[config.mk]
export PLATFORM = sky130hd
export DESIGN_NAME = spi_host_core
export DESIGN_NICKNAME = d
export VERILOG_FILES = /design/src/rtl/spi_host_pkg.sv /design/src/rtl/spi_baud_gen.sv /design/src/rtl/spi_lane_align.sv /design/src/rtl/spi_shift_engine.sv /design/src/rtl/spi_host_core.sv
export SDC_FILE = /design/constraint.sdc
export NUM_CORES = 1
export LEC_CHECK = 0
export BUFFER_PORTS_ARGS = -buffer_cell sky130_fd_sc_hd__buf_2
export CAP_MARGIN = 20
export CORE_MARGIN = 10
export CORE_UTILIZATION = 30
export CTS_CLUSTER_SIZE = 10
export DETAILED_ROUTE_END_ITERATION = 8
export SYNTH_ARGS = -nofsm -noshare
export SYNTH_HDL_FRONTEND = slang
export SYNTH_SLANG_ARGS = --single-unit
[constraint.sdc]
create_clock -name clk -period 7.7 [get_ports clk]
set_input_delay 1.54 -clock clk [delete_from_list [all_inputs] [get_ports clk]]
set_output_delay 1.54 -clock clk [all_outputs]
set_load 0.1 [all_outputs]
[src/rtl/spi_host_pkg.sv]
`timescale 1ns/1ps
package spi_host_pkg;
  localparam int unsigned MB_LOOP   = 30;
  localparam int unsigned MB_CPOL   = 29;
  localparam int unsigned MB_CPHA   = 28;
  localparam int unsigned MB_DIV16  = 27;
  localparam int unsigned MB_MSB    = 26;
  localparam int unsigned MB_EN     = 24;
  localparam int unsigned MB_LEN    = 20;
  localparam int unsigned MB_PM     = 16;
  localparam int unsigned MB_ALT    = 14;
  localparam int unsigned LEN_CODE_W = 4;
  localparam int unsigned PM_W       = 4;

  typedef enum logic [1:0] {
    ADDR_MODE = 2'd0,
    ADDR_TX   = 2'd1,
    ADDR_RX   = 2'd2,
    ADDR_NONE = 2'd3
  } spi_addr_e;

  typedef struct packed {
    logic                  loopback;
    logic                  cpol;
    logic                  cpha;
    logic                  div16;
    logic                  msb_first;
    logic                  alt;
    logic [LEN_CODE_W-1:0] len_code;
    logic [PM_W-1:0]       pm;
  } spi_cfg_t;

  // Word length in bits for a length code: 0 means 32, 1 and 2 clamp to 4.
  function automatic logic [5:0] word_bits(input logic [LEN_CODE_W-1:0] code);
    logic [5:0] n;
    if (code == '0)              n = 6'd32;
    else if (code < 4'd3)        n = 6'd4;
    else                         n = {2'b00, code} + 6'd1;
    return n;
  endfunction
endpackage

[src/rtl/spi_baud_gen.sv]
`timescale 1ns/1ps
module spi_baud_gen #(
  parameter int unsigned PM_W       = 4,
  parameter int unsigned XDIV_LOG2  = 4,
  localparam int unsigned CNT_W     = PM_W + XDIV_LOG2 + 2
) (
  input  logic            clk,
  input  logic            rst,
  input  logic            run,
  input  logic [PM_W-1:0] pm,
  input  logic            div16,
  input  logic            alt,
  output logic            tick
);
  logic [CNT_W-1:0] cnt_q;
  logic [CNT_W-1:0] half_len;
  logic [PM_W-1:0]  pm_eff;

  always_comb begin
    pm_eff   = (pm == '0) ? PM_W'(1) : pm;
    half_len = CNT_W'({pm_eff, 1'b0});
    if (div16) half_len = half_len << XDIV_LOG2;
    if (alt)   half_len = half_len << 1;
  end

  assign tick = run && (cnt_q == half_len - CNT_W'(1));

  always_ff @(posedge clk) begin
    if (rst || !run)  cnt_q <= '0;
    else if (tick)    cnt_q <= '0;
    else              cnt_q <= cnt_q + CNT_W'(1);
  end


  tick_spacing_chk: assert property (@(posedge clk) disable iff (rst)
    tick |=> !tick);
endmodule

[src/rtl/spi_lane_align.sv]
`timescale 1ns/1ps
module spi_lane_align #(
  parameter int unsigned W     = 32,
  localparam int unsigned LEN_W = $clog2(W) + 1,
  localparam int unsigned SH_W  = $clog2(W)
) (
  input  logic             alt,
  input  logic             msb_first,
  input  logic [LEN_W-1:0] nbits,
  input  logic [W-1:0]     tx_reg,
  input  logic [W-1:0]     rx_word,
  output logic [W-1:0]     tx_word,
  output logic [W-1:0]     rx_reg
);
  localparam int unsigned NARROW = 8;
  localparam int unsigned MID    = W / 2;
  localparam int unsigned HIGH   = W - NARROW;

  logic [W-1:0]    mask;
  logic [SH_W-1:0] tx_sh;
  logic [SH_W-1:0] rx_sh;
  logic            narrow;
  logic            mid;

  always_comb begin
    mask   = {W{1'b1}} >> (LEN_W'(W) - nbits);
    narrow = nbits <= LEN_W'(NARROW);
    mid    = nbits <= LEN_W'(MID);
    tx_sh  = '0;
    rx_sh  = '0;
    if (alt) begin
      if (msb_first) begin
        if (narrow)   tx_sh = SH_W'(HIGH);
        else if (mid) tx_sh = SH_W'(MID);
        if (mid)      rx_sh = SH_W'(MID);
      end else begin
        if (narrow)   rx_sh = SH_W'(NARROW);
      end
    end
    tx_word = (tx_reg >> tx_sh) & mask;
    rx_reg  = (rx_word & mask) << rx_sh;
  end
endmodule

[src/rtl/spi_shift_engine.sv]
`timescale 1ns/1ps
module spi_shift_engine #(
  parameter int unsigned W      = 32,
  localparam int unsigned IDX_W  = $clog2(W),
  localparam int unsigned LEN_W  = IDX_W + 1,
  localparam int unsigned EDGE_W = IDX_W + 2
) (
  input  logic             clk,
  input  logic             rst,
  input  logic             enable,
  input  logic             start,
  input  logic             tick,
  input  logic [LEN_W-1:0] nbits,
  input  logic             cpol,
  input  logic             cpol_live,
  input  logic             cpha,
  input  logic             msb_first,
  input  logic             loopback,
  input  logic [W-1:0]     tx_word,
  input  logic             miso,
  output logic             sck,
  output logic             mosi,
  output logic             busy,
  output logic             done,
  output logic [W-1:0]     rx_word
);
  logic [EDGE_W-1:0] edge_cnt;
  logic [LEN_W-1:0]  bit_cnt;
  logic [LEN_W-1:0]  bit_nxt;
  logic [W-1:0]      tx_q;
  logic              din;
  logic              leading;
  logic              last_edge;

  function automatic logic [IDX_W-1:0] wire_pos(input logic [LEN_W-1:0] b);
    logic [LEN_W-1:0] t;
    t = msb_first ? (nbits - LEN_W'(1) - b) : b;
    return t[IDX_W-1:0];
  endfunction

  assign din       = loopback ? mosi : miso;
  assign leading   = ~edge_cnt[0];
  assign last_edge = edge_cnt == ({nbits, 1'b0} - EDGE_W'(1));
  assign bit_nxt   = bit_cnt + LEN_W'(1);

  always_ff @(posedge clk) begin
    if (rst) begin
      busy     <= 1'b0;
      done     <= 1'b0;
      sck      <= 1'b0;
      mosi     <= 1'b0;
      edge_cnt <= '0;
      bit_cnt  <= '0;
      tx_q     <= '0;
      rx_word  <= '0;
    end else if (!enable) begin
      busy     <= 1'b0;
      done     <= 1'b0;
      sck      <= cpol_live;
      mosi     <= 1'b0;
      edge_cnt <= '0;
      bit_cnt  <= '0;
    end else if (start && !busy) begin
      busy     <= 1'b1;
      done     <= 1'b0;
      sck      <= cpol;
      edge_cnt <= '0;
      bit_cnt  <= '0;
      tx_q     <= tx_word;
      rx_word  <= '0;
      if (!cpha) mosi <= tx_word[wire_pos('0)];
    end else if (busy && tick) begin
      sck      <= ~sck;
      edge_cnt <= edge_cnt + EDGE_W'(1);
      if (leading) begin
        if (!cpha) rx_word[wire_pos(bit_cnt)] <= din;
        else       mosi <= tx_q[wire_pos(bit_cnt)];
      end else begin
        if (!cpha) begin
          if (!last_edge) mosi <= tx_q[wire_pos(bit_nxt)];
        end else begin
          rx_word[wire_pos(bit_cnt)] <= din;
        end
        bit_cnt <= bit_nxt;
      end
      if (last_edge) begin
        busy <= 1'b0;
        done <= 1'b1;
      end
    end else if (!busy) begin
      sck <= cpol_live;
    end
  end


  sck_only_on_tick_chk: assert property (@(posedge clk) disable iff (rst)
    busy && enable && !tick |=> $stable(sck));


  done_after_busy_chk: assert property (@(posedge clk) disable iff (rst)
    $rose(done) |-> $past(busy));
endmodule

[src/rtl/spi_host_core.sv]
`timescale 1ns/1ps
module spi_host_core
  import spi_host_pkg::*;
#(
  parameter int unsigned DATA_W = 32,
  localparam int unsigned LEN_W = $clog2(DATA_W) + 1
) (
  input  logic              clk,
  input  logic              rst,
  input  logic [1:0]        bus_addr,
  input  logic              bus_we,
  input  logic [DATA_W-1:0] bus_wdata,
  output logic [DATA_W-1:0] bus_rdata,
  output logic              sck,
  output logic              mosi,
  input  logic              miso,
  output logic              busy,
  output logic              done
);
  logic [DATA_W-1:0] mode_q;
  logic [DATA_W-1:0] txreg_q;
  logic [DATA_W-1:0] tx_src;
  logic [DATA_W-1:0] tx_word;
  logic [DATA_W-1:0] rx_word;
  logic [DATA_W-1:0] rx_view;
  spi_cfg_t          cfg_live;
  spi_cfg_t          cfg_q;
  spi_cfg_t          cfg_cur;
  logic              enable;
  logic              wr_mode;
  logic              wr_tx;
  logic              start;
  logic              tick;
  logic [LEN_W-1:0]  nbits;
  spi_addr_e         addr;

  assign addr   = spi_addr_e'(bus_addr);
  assign enable = mode_q[MB_EN];

  always_comb begin
    cfg_live.loopback  = mode_q[MB_LOOP];
    cfg_live.cpol      = mode_q[MB_CPOL];
    cfg_live.cpha      = mode_q[MB_CPHA];
    cfg_live.div16     = mode_q[MB_DIV16];
    cfg_live.msb_first = mode_q[MB_MSB];
    cfg_live.alt       = mode_q[MB_ALT];
    cfg_live.len_code  = mode_q[MB_LEN +: LEN_CODE_W];
    cfg_live.pm        = mode_q[MB_PM +: PM_W];
  end

  assign wr_mode = bus_we && (addr == ADDR_MODE);
  assign wr_tx   = bus_we && (addr == ADDR_TX) && !busy;
  assign start   = wr_tx && enable;
  assign cfg_cur = start ? cfg_live : cfg_q;
  assign nbits   = LEN_W'(word_bits(cfg_cur.len_code));
  assign tx_src  = start ? bus_wdata : txreg_q;

  always_ff @(posedge clk) begin
    if (rst) begin
      mode_q  <= '0;
      txreg_q <= '0;
      cfg_q   <= '0;
    end else begin
      if (wr_mode) mode_q  <= bus_wdata;
      if (wr_tx)   txreg_q <= bus_wdata;
      if (start)   cfg_q   <= cfg_live;
    end
  end

  always_ff @(posedge clk) begin
    if (rst) bus_rdata <= '0;
    else begin
      unique case (addr)
        ADDR_MODE: bus_rdata <= mode_q;
        ADDR_TX:   bus_rdata <= txreg_q;
        ADDR_RX:   bus_rdata <= rx_view;
        default:   bus_rdata <= '0;
      endcase
    end
  end

  spi_baud_gen #(.PM_W(PM_W), .XDIV_LOG2(4)) u_baud (
    .clk   (clk),
    .rst   (rst),
    .run   (busy),
    .pm    (cfg_cur.pm),
    .div16 (cfg_cur.div16),
    .alt   (cfg_cur.alt),
    .tick  (tick)
  );

  spi_lane_align #(.W(DATA_W)) u_align (
    .alt       (cfg_cur.alt),
    .msb_first (cfg_cur.msb_first),
    .nbits     (nbits),
    .tx_reg    (tx_src),
    .rx_word   (rx_word),
    .tx_word   (tx_word),
    .rx_reg    (rx_view)
  );

  spi_shift_engine #(.W(DATA_W)) u_engine (
    .clk       (clk),
    .rst       (rst),
    .enable    (enable),
    .start     (start),
    .tick      (tick),
    .nbits     (nbits),
    .cpol      (cfg_cur.cpol),
    .cpol_live (cfg_live.cpol),
    .cpha      (cfg_cur.cpha),
    .msb_first (cfg_cur.msb_first),
    .loopback  (cfg_cur.loopback),
    .tx_word   (tx_word),
    .miso      (miso),
    .sck       (sck),
    .mosi      (mosi),
    .busy      (busy),
    .done      (done),
    .rx_word   (rx_word)
  );


  start_raises_busy_chk: assert property (@(posedge clk) disable iff (rst)
    start |=> busy);


  busy_done_excl_chk: assert property (@(posedge clk) disable iff (rst)
    !(busy && done));


  disable_stops_chk: assert property (@(posedge clk) disable iff (rst)
    !enable |=> !busy && !done);
endmodule

==> reports/results.ini <==
[run_status]
status=completed

[drt]
viasPerCell=5.79
ant_nets=0
via_count=12680
drtIter0Drc=1515
finalWirelength_mm=47.6
drcViolationCount=0
wl_per_cell_microns=21.7
firstDrtPassIters=9

[floorplanning]
core_sq_mm=0.0409
dieHeight_microns=224
fp.dieW_microns=224
boundaryPins=74
initial_core_util_pct=30.4
core.rowCount=74
dieArea_sq_mm=0.0500

[synth]
synth_edf_count=0
syn_area_sq_mm=0.0124
ys_warn_count=0
avgSynthCellArea_sq_um=7.55
synth_cell_types=90
async_reset_ff_share_pct=0
syn_inst=1650
synth_top_flop_cell=dfxtp_1
ys_seq_area_share_pct=32.0
synth-seq-cells=199
syn_nets=1708

[grt]
antenna_found_initial=1
overflow=0
grt_pass1_wl_mm=71.8
grt_pass1_vias=11747
grt_use_total_pct=18.2
grt_max_degree=78

[timing]
hold_viol=0
setup_viol=0
fin_skew_ns=0.0172
final.setup.tns_ns=0
whs_ns=0.450
period_share_pct=85.6
fmax_ghz=0.152
rsz0062_at_grt=no
fin_crit_ns=6.59
tightest_slew_ns=0.988
slew_violations=0
relSlewSlack_pct=33.9

[clock_network]
clockRootBuffer=clkbuf_16
h-tree-depth=4
cts_hold_buf=0
post_cts_buffers=0
cts_resized=0
clkSlewWorstSetupHoldPaths_ns=0.08
cts_buffer_depth=2
clk_latency_ns=0.46
cts_num_sinks=199
cts_tree=yes
cts_buffers=17

[setup_path]
endpoint_kind=flop
cp_max_fo=17
cp-start-kind=input pin
cp.arrival_ns=6.97
rr_worst_depth=21
path_class=input pin to flop
rrSetupSlack_ns=1.82
rr_startpoint=u_engine.busy
crit_required_ns=8.08
r2r_end=u_engine.mosi

[worst_hold_path]
min_to=u_engine.done
hold_class=flop to flop
min_from=u_engine.done
hold_depth=2

[layout]
nNetsFinal=1704
drive_gt1_share_pct=11.0
n_antenna_cell=0
final_cells=2191
fillers=4412
layout_common_cells=nand2_1 (257), dfxtp_1 (199), a21oi_1 (198)
layout_commonest_cell=nand2_1
syn_to_final_growth_pct=10.6

[place]
port_buffers=73
dp_hpwl_mm=35.1
dp.cells=2159
routabilityCongestion=0.985

[pwr]
vdd_drop_max_mv=0.113
p_leak_nw=4.79
power.density_mw_per_mm2=152
total_power_w=0.00210

[flow_run]
maxCapViolations=0

-- final cells by class --
cell class                 instances  area [sq um]  share of cell area (%)
inverter                          27           101                   0.736
sequential                       199          3980                    28.9
tap                              532           666                    4.84
timing repair buffer             102           586                    4.25
clock inverter                    13           134                   0.973
clock buffer                      19           433                    3.14
multi-input combinational       1299          7860                    57.1
-- worst max path at each step --
stage                    endpoint  cells past startpoint  slack, ns         from
floorplan           u_engine.mosi                     29        0.1  bus_addr[1]
global placement    u_engine.mosi                     22       0.95  bus_addr[1]
detailed placement  u_engine.mosi                     22       0.68  bus_addr[1]
CTS                 u_engine.mosi                     22       1.18  bus_addr[1]
global route        u_engine.mosi                     22       0.64  bus_addr[1]
finish              u_engine.mosi                     22       1.11  bus_addr[1]
-- cell usage after synthesis (4+ instances only) --
cell type / number / area, sq um
a211oi_1: 6 / 45.0
a21boi_0: 5 / 37.5
a21o_1: 5 / 37.5
a21oi_1: 198 / 991
a221oi_1: 7 / 61.3
a22oi_1: 10 / 75.1
a31oi_1: 21 / 131
a32oi_1: 13 / 114
and2_1: 14 / 87.6
and3_1: 13 / 81.3
buf_1: 15 / 56.3
buf_2: 26 / 130
buf_4: 7 / 52.6
clkbuf_1: 77 / 289
dfxtp_1: 199 / 3980
ha_1: 18 / 225
inv_1: 24 / 90.1
mux2_2: 14 / 158
mux2i_1: 84 / 841
mux4_2: 8 / 180
nand2_1: 257 / 965
nand2b_1: 20 / 125
nand3_1: 74 / 370
nand3b_1: 5 / 37.5
nand4_1: 25 / 156
nor2_1: 149 / 559
nor2b_1: 28 / 175
nor3_1: 26 / 130
nor3b_1: 6 / 45.0
nor4_1: 8 / 50.1
o211ai_1: 12 / 90.1
o21a_1: 9 / 67.6
o21ai_0: 72 / 360
o21ai_1: 19 / 95.1
o22a_1: 16 / 140
o22ai_1: 21 / 131
o31a_1: 4 / 35.0
o31ai_1: 10 / 75.1
o32ai_1: 4 / 35.0
or3_1: 10 / 62.6
xnor2_1: 24 / 210
xor2_1: 17 / 149
-- power breakdown --
group	internal [W]	switching (W)	total [W]
registers	0.00104	0.0000142	0.00106
logic	0.0000416	0.000114	0.000156
clock network	0.000431	0.000457	0.000888
total	0.00151	0.000585	0.00210
-- registers in the layout, summed over array words and instances, names as in the netlist, 7 cells and up --
| register | cells |
|---|---|
| u_engine.tx_q | 32 |
| bus_rdata | 32 |
| u_engine.edge_cnt | 7 |
| u_baud.cnt_q | 10 |
| mode_q | 32 |
| u_engine.rx_word | 32 |
| txreg_q | 32 |
| cfg_q | 13 |
-- worst max-delay path: stages --
cell	delay, ns
buf_2	0.12
and4bb_2	0.34
nand2_4	0.08
mux2i_1	0.26
inv_1	0.08
ha_1	0.28
inv_1	0.16
o221ai_1	0.16
a221oi_1	0.52
nor3_1	0.11
or2_1	0.25
inv_2	0.28
ha_1	0.33
a21boi_0	0.14
o31ai_1	0.82
nand2b_1	0.26
nand2b_1	0.23
o2111a_1	0.15
mux2_2	0.27
a221oi_1	0.24
o22ai_1	0.12
a221oi_2	0.25
-- per-layer routing --
| layer | track usage, % | vias up | wire [microns] |
|---|---|---|---|
| met4 | 5.78 | 0 | 1290 |
| met3 | 3.89 | 83 | 4130 |
| met5 | 0 | - | 0 |
| met2 | 28.5 | 582 | 21500 |
| li1 | - | 5907 | - |
| met1 | 24.3 | 6108 | 20700 |
-- metrics by stage --
stage | util [%] | worst slack, ns | instance area [sq um]
finish | 33.6 | 1.11 | 13800
global placement | 32.2 | 0.950 | 13200
floorplan | - | 0.0989 | 12400
detailed placement | 32.3 | 0.681 | 13200
global route | 33.6 | 0.643 | 13800
CTS | 33.6 | 1.18 | 13800
-- cell families after synthesis --
family / after synthesis / share of synthesized area [%]
xor+xnor: 41 / 2.88
simple gates: 657 / 24.5
mux: 108 / 9.70
flops: 199 / 32.0
buf+inv: 152 / 5.06
fa+ha+maj: 20 / 2.13
compound gates: 473 / 23.7
Note: power is estimated with default switching activity, not from simulation.
